`src/rtl/soft_vol_pkg.sv`:
```
package soft_vol_pkg;

    localparam int LVL_W    = 11;
    localparam int MUTE_LVL = 1024;

    typedef enum logic [1:0] {
        XM_STEP    = 2'b00,
        XM_ZCROSS  = 2'b01,
        XM_SLEW    = 2'b10,
        XM_SLEW_ZC = 2'b11
    } xfer_mode_e;

    typedef enum logic [1:0] {
        CH_SETTLED = 2'd0,
        CH_ARMED   = 2'd1,
        CH_SLEWING = 2'd2
    } ch_state_e;

    // whole-dB byte to 1/8 dB level; bytes past 127 or a mute map to the mute level
    function automatic logic [LVL_W-1:0] byte_to_level(input logic [7:0] b, input logic mute);
        if (mute || b[7])
            return LVL_W'(MUTE_LVL);
        return {1'b0, b[6:0], 3'b000};
    endfunction

endpackage

```
`src/rtl/vol_zc_detect.sv`:
```
module vol_zc_detect #(
    parameter int SAMPLE_W = 24
) (
    input  logic                clk,
    input  logic                rst_n,
    input  logic                stb,
    input  logic [SAMPLE_W-1:0] sample,
    output logic                zc
);

    logic prev_neg;

    always_ff @(posedge clk) begin
        if (!rst_n)
            prev_neg <= 1'b0;
        else if (stb)
            prev_neg <= sample[SAMPLE_W-1];
    end

    always_comb begin
        zc = (sample == '0) || (sample[SAMPLE_W-1] != prev_neg);
    end

endmodule

```
`src/rtl/vol_target_sel.sv`:
```
module vol_target_sel
    import soft_vol_pkg::*;
#(
    parameter int NUM_CH = 8
) (
    input  logic [NUM_CH*8-1:0]     vol_byte,
    input  logic [NUM_CH-1:0]       mute_req,
    input  logic                    gang_en,
    output logic [NUM_CH*LVL_W-1:0] target
);

    for (genvar c = 0; c < NUM_CH; c++) begin : g_ch
        logic [7:0] sel_byte;
        always_comb begin
            sel_byte = gang_en ? vol_byte[7:0] : vol_byte[c*8 +: 8];
            target[c*LVL_W +: LVL_W] = byte_to_level(sel_byte, mute_req[c]);
        end
    end

endmodule

```
`src/rtl/vol_chan_fsm.sv`:
```
module vol_chan_fsm
    import soft_vol_pkg::*;
#(
    parameter int TIMEOUT_SAMPLES = 1024
) (
    input  logic             clk,
    input  logic             rst_n,
    input  logic             stb,
    input  xfer_mode_e       mode,
    input  logic [LVL_W-1:0] target,
    input  logic             zc,
    output logic [LVL_W-1:0] level,
    output logic             muted
);

    localparam int TMR_W = $clog2(TIMEOUT_SAMPLES + 1);
    localparam logic [TMR_W-1:0] TMR_LAST = TMR_W'(TIMEOUT_SAMPLES - 1);

    ch_state_e        state, state_nxt;
    logic [TMR_W-1:0] tmr, tmr_nxt, tmr_base;
    logic [LVL_W-1:0] lvl_nxt, cand, toward;
    logic             muted_nxt, gated, expire, differ, go;

    // state register
    always_ff @(posedge clk) begin
        if (!rst_n) begin
            state <= CH_SETTLED;
            tmr   <= '0;
            level <= '0;
            muted <= 1'b0;
        end else begin
            state <= state_nxt;
            tmr   <= tmr_nxt;
            level <= lvl_nxt;
            muted <= muted_nxt;
        end
    end

    // next state and outputs
    always_comb begin
        gated  = mode[0];
        differ = (level != target);
        toward = (target > level) ? level + LVL_W'(1) : level - LVL_W'(1);

        unique case (state)
            CH_ARMED:   tmr_base = tmr;
            CH_SETTLED: tmr_base = '0;
            CH_SLEWING: tmr_base = '0;
            default:    tmr_base = '0;
        endcase

        expire = (tmr_base == TMR_LAST);
        go     = !gated || zc || expire;

        unique case (mode)
            XM_STEP:    cand = target;
            XM_ZCROSS:  cand = target;
            XM_SLEW:    cand = toward;
            XM_SLEW_ZC: cand = toward;
            default:    cand = target;
        endcase

        lvl_nxt   = level;
        tmr_nxt   = tmr;
        state_nxt = state;
        muted_nxt = muted;

        if (stb) begin
            if (!differ) begin
                tmr_nxt = '0;
            end else if (go) begin
                lvl_nxt = cand;
                tmr_nxt = '0;
            end else begin
                tmr_nxt = tmr_base + TMR_W'(1);
            end

            if (lvl_nxt == target)
                state_nxt = CH_SETTLED;
            else if (gated)
                state_nxt = CH_ARMED;
            else
                state_nxt = CH_SLEWING;

            muted_nxt = (lvl_nxt == LVL_W'(MUTE_LVL));
        end
    end

endmodule

```
`src/rtl/soft_vol_ramp.sv`:
```
module soft_vol_ramp
    import soft_vol_pkg::*;
#(
    parameter int NUM_CH          = 8,
    parameter int SAMPLE_W        = 24,
    parameter int TIMEOUT_SAMPLES = 1024
) (
    input  logic                       clk,
    input  logic                       rst_n,
    input  logic                       sample_stb,
    input  logic [NUM_CH*SAMPLE_W-1:0] sample_in,
    input  logic [NUM_CH*8-1:0]        vol_byte,
    input  logic [NUM_CH-1:0]          mute_req,
    input  logic [1:0]                 xfer_mode,
    input  logic                       gang_en,
    output logic [NUM_CH*LVL_W-1:0]    atten_q8,
    output logic [NUM_CH-1:0]          muted
);

    logic [NUM_CH*LVL_W-1:0] target;
    xfer_mode_e              mode;

    assign mode = xfer_mode_e'(xfer_mode);

    vol_target_sel #(.NUM_CH(NUM_CH)) u_target_sel (
        .vol_byte (vol_byte),
        .mute_req (mute_req),
        .gang_en  (gang_en),
        .target   (target)
    );

    for (genvar c = 0; c < NUM_CH; c++) begin : g_chan
        logic zc;

        vol_zc_detect #(.SAMPLE_W(SAMPLE_W)) u_zc (
            .clk    (clk),
            .rst_n  (rst_n),
            .stb    (sample_stb),
            .sample (sample_in[c*SAMPLE_W +: SAMPLE_W]),
            .zc     (zc)
        );

        vol_chan_fsm #(.TIMEOUT_SAMPLES(TIMEOUT_SAMPLES)) u_fsm (
            .clk    (clk),
            .rst_n  (rst_n),
            .stb    (sample_stb),
            .mode   (mode),
            .target (target[c*LVL_W +: LVL_W]),
            .zc     (zc),
            .level  (atten_q8[c*LVL_W +: LVL_W]),
            .muted  (muted[c])
        );
    end

endmodule

```
`config.mk`:
```
export PLATFORM = sky130hd
export DESIGN_NAME = soft_vol_ramp
export DESIGN_NICKNAME = d
export VERILOG_FILES = /design/src/rtl/soft_vol_pkg.sv /design/src/rtl/vol_zc_detect.sv /design/src/rtl/vol_target_sel.sv /design/src/rtl/vol_chan_fsm.sv /design/src/rtl/soft_vol_ramp.sv
export SDC_FILE = /design/constraint.sdc
export NUM_CORES = 1
export LEC_CHECK = 0
export BUFFER_PORTS_ARGS = -buffer_cell sky130_fd_sc_hd__buf_2
export CORE_AREA = 2 2 168 293
export CTS_BUF_LIST = sky130_fd_sc_hd__clkbuf_2 sky130_fd_sc_hd__clkbuf_4 sky130_fd_sc_hd__clkbuf_8
export DETAILED_ROUTE_END_ITERATION = 10
export DIE_AREA = 0 0 170 295
export GPL_TIMING_DRIVEN = 0
export PLACE_DENSITY = 0.61
export SETUP_SLACK_MARGIN = 0.2
export SLEW_MARGIN = 20
export SYNTH_ARGS = -nofsm -noshare
export SYNTH_HDL_FRONTEND = slang
export SYNTH_SLANG_ARGS = --single-unit
export TNS_END_PERCENT = 10
```
`constraint.sdc`:
```
create_clock -name clk -period 9.8 [get_ports clk]
set_input_delay 2.94 -clock clk [delete_from_list [all_inputs] [get_ports clk]]
set_output_delay 2.94 -clock clk [all_outputs]
set_load 0.005 [all_outputs]
```
==> summary.md <==
| Metric | Value |
|---|---|
| Outcome | complete, no violations |
| Top cell type by total area after synthesis | dfxtp_1 |
| Avg Inst Size Synth | 7.59 sq um |
| Fin. Hold Viols | 0 |
| EDFF count, synth | 0 |
| ANT nets after route | 0 |
| Die area | 50200 sq um |
| Initial Utilization | 39.6% |
| Synth Area in Compound Gates | about a quarter |
| Synthesis Warnings | 0 |
| Synth Area in Adders | 10.1% |
| Num Clock Sinks | 208 |
| Place WS | -0.531 ns |
| Vias per cell | 6.14 |
| Final WS setup | 0.306 ns |
| Nets | 3313 |
| Worst path cell trace | buf_2 -> clkbuf_1 -> and2_0 -> clkbuf_1 -> nor3_2 -> inv_1 -> a21oi_1 -> ha_1 -> and4_1 -> nand2_1 -> o311ai_2 -> nand2_2 -> fa_1 -> a21o_1 -> a21o_1 -> a2111oi_2 -> o31a_1 -> nor4b_1 -> a211o_1 -> o31a_1 -> a211oi_1 -> o21ai_0 |
| Final Skew | around 0.017 ns |
| Die width | 170 um |
| Worst-Margin Slew | between 1 and 1.5 ns |
| XOR/XNOR Fraction of Synth Area | 7.76% |
| Area Overhead vs Synth | 18.4% |
| Root buffer cell | clkbuf_8 |
| Iter 0 DRT Violations | 1424 |
| Critical path arrival | slightly below 10 ns |
| Post-Syn Area | 18900 sq um |
| Setup violators final | 0 |
| Fin crit share | 96.9% |
| I/O pin cnt | 366 |
| First-pass GRT wire length | 125000 um |
| Hold Path Class | reg2reg |
| Post-CTS Setup Bufs | 0 |
| Seq cells post-synth | 208 |
| Cell Pwr Density | 185 nW/um^2 |
| Simple-Gate Fraction of Synth Area | 26.4% |
| Tot Pwr | slightly above 4 mW |
| Yosys top cell area share | 22.0% |
| Hold buffers post-CTS | 0 |
| Clock-pin slew on the worst setup and hold paths | 0.07 ns |
| Total Routing Usage GR | 33.1% |
| H-tree depth | 2 |
| Setup_tns | 0 ns |
| Core area | 47700 sq um |
| Fin cells | 3519 |
| VDD IR max | 0.112 mV |
| Post-Syn Instances | 2492 |
| Cts bufs inserted | 36 |
| Worst Path Required | 10.24 ns |
| Pin count of the biggest net entering global routing | 15 |
| Layout cell share with drive strength beyond 1 | a little under a fifth |
| Unique masters post-synth | 111 |
| Setup CP Type | in2reg |
| Final Critical Period | ~9.5 ns |
| Largest family of logic cells by synthesized area | simple AND/OR/NAND/NOR gates |
| Mux cell area share after synthesis | 4.63% |
| R2r setup slk | between 4 and 5 ns |
| Leakage power | 9.72 nW |
| Dpl hpwl | 67600 um |
| Worst-path fanout max | 14 |
| Cell Rows | 106 |
| Post-Syn Nets | slightly below 3000 |
| Post-synth ARST share | 0% |
| Startpoint types | primary input |
| Die Height | between 200 and 300 um |
| Routed vias | around 22000 |
| F_max | 105 MHz |
| Placed cells | 3453 |
| # port buffers | 361 |
| Unrepaired setup endpoints after global routing | yes |
| Skew-Pair Late Insertion Delay | 0.59 ns |
| Sequential element share of the synthesized area | 22.0% |
| Post-CTS Resized | 1 |
| Final Wtd Congestion | 0.980 |
| DR pass1 iterations | 6 |
| Synth area leaders | dfxtp_1 (22%), ha_1 (9.1%), xnor2_1 (5.1%) |
| Clk buf depth | 3 |
| Crit-path slowest cell | nor3_2 |
| # DRC | 0 |
| Wire per inst | roughly 24 um |
| Post-synth top flop | dfxtp_1 |
| Crit end category | register |
| Slew Limit Headroom | 14.2% |
| Slew Limit Fails | 0 |
| Hold slack | between 0.4 and 0.5 ns |
| CTS tree | built |
| Via count of the first global-routing pass | around 21000 |
| GR Overflow Total | 0 |
| Final WL | 86100 um |
| Critical Path Max Stage Delay | between 0.6 and 0.7 ns |
| Max-cap violations | 0 |
| Initial antenna violation count | 5 |
-- path summary, 6_finish.rpt --
path,cells after the start,start,endpoint
min reg2reg,2,g_chan[4].u_fsm.tmr[10],g_chan[4].u_fsm.tmr[10]
max reg2reg,16,g_chan[5].u_fsm.level[10],g_chan[5].u_fsm.state[1]
min,2,g_chan[4].u_fsm.tmr[10],g_chan[4].u_fsm.tmr[10]
max,22,vol_byte[7],g_chan[5].u_fsm.state[1]
-- layer usage --
metal	vias up	track usage [%]	part of all wire [%]
met5	-	0	0.048
met4	6	29.0	10
met3	356	6.33	7.2
met2	954	57.4	48
met1	10289	33.7	35
li1	10015	-	-
-- registers in the layout, summed over array words and instances, names as in the netlist --
register              flops
g_chan.u_fsm.state       16
g_chan.u_zc.prev_neg      8
g_chan.u_fsm.muted        8
g_chan.u_fsm.level       88
g_chan.u_fsm.tmr         88
-- synthesized netlist by cell type, drive strengths merged, types with 26 or more instances --
cell type / count
ha: 138
a21oi: 199
dfxtp: 208
nor4: 77
o211ai: 26
inv: 105
and2: 36
mux2i: 66
buf: 34
a211oi: 36
nand3: 77
nand4: 40
clkbuf: 80
and3: 44
nor2: 260
a21o: 39
nand2: 256
nor3: 52
xor2: 45
xnor2: 113
o21ai: 130
-- critical path: cells and delay by family --
| kind | cells | cell delay, ns |
|---|---|---|
| AO/OA/AOI/OAI | 10 | 3.62 |
| buffers and inverters | 4 | 0.94 |
| adder cells (fa/ha/maj) | 2 | 0.71 |
| AND/OR/NAND/NOR | 6 | 1.71 |
-- layout make-up --
| cell class | count | area (sq um) |
|---|---|---|
| clock inverters | 19 | 219 |
| fillers | 4924 | 25400 |
| repair buffers | 367 | 1860 |
| well taps | 594 | 743 |
| diodes | 1 | 2.50 |
| clock buffers | 46 | 608 |
| inverters | 106 | 398 |
| multi-input cells | 2064 | 13900 |
| plain buffers | 114 | 533 |
| flip-flops and latches | 208 | 4160 |
-- cell usage in the layout, fill, tap and decap left out, types with 12 or more instances in the layout --
master    Yosys  layout
nand3b_1     14      14
and4_1       16      16
o211ai_1     26      26
nand2_1     255     254
nand3_1      77      77
xor2_1       45      45
xnor2_1     111     111
nand4_1      40      40
or3_1        16      16
nor2b_1      19      19
inv_1       104     104
mux2i_1      66      66
o21ai_0     130     130
buf_2        10     373
dfxtp_1     208     208
nor2_1      258     258
mux2_2       19      19
a31oi_1      22      22
ha_1        138     138
clkbuf_1     80      76
and2_1       32      32
a32oi_1      21      21
a21oi_1     194     193
clkbuf_8      0      42
o22ai_1      12      12
buf_4         9      12
and3_1       44      44
nor3_1       50      49
a21o_1       39      39
nor3b_1      24      24
nor4_1       76      76
a211oi_1     35      35
a22oi_1      24      24
-- cells by family after synthesis --
logic type,Yosys count
simple gates,991
fa+ha+maj,149
mux,85
buf+inv,220
compound gates,678
flops,208
xor+xnor,161
-- metrics by stage --
stage                     util [%]  instance area [sq um]
after global placement        44.9                  21500
after detailed placement      45.1                  21500
after CTS                     46.8                  22400
final                         46.9                  22400
after floorplan                  -                  18900
after global routing          46.9                  22400
-- where the power goes --
part           switching [mW]  internal, mW  total [mW]
Combinational            1.28         0.883        2.16
Clock                   0.433         0.522       0.955
Sequential              0.118         0.910        1.03
No activity file was read; power rests on OpenSTA's default activity.
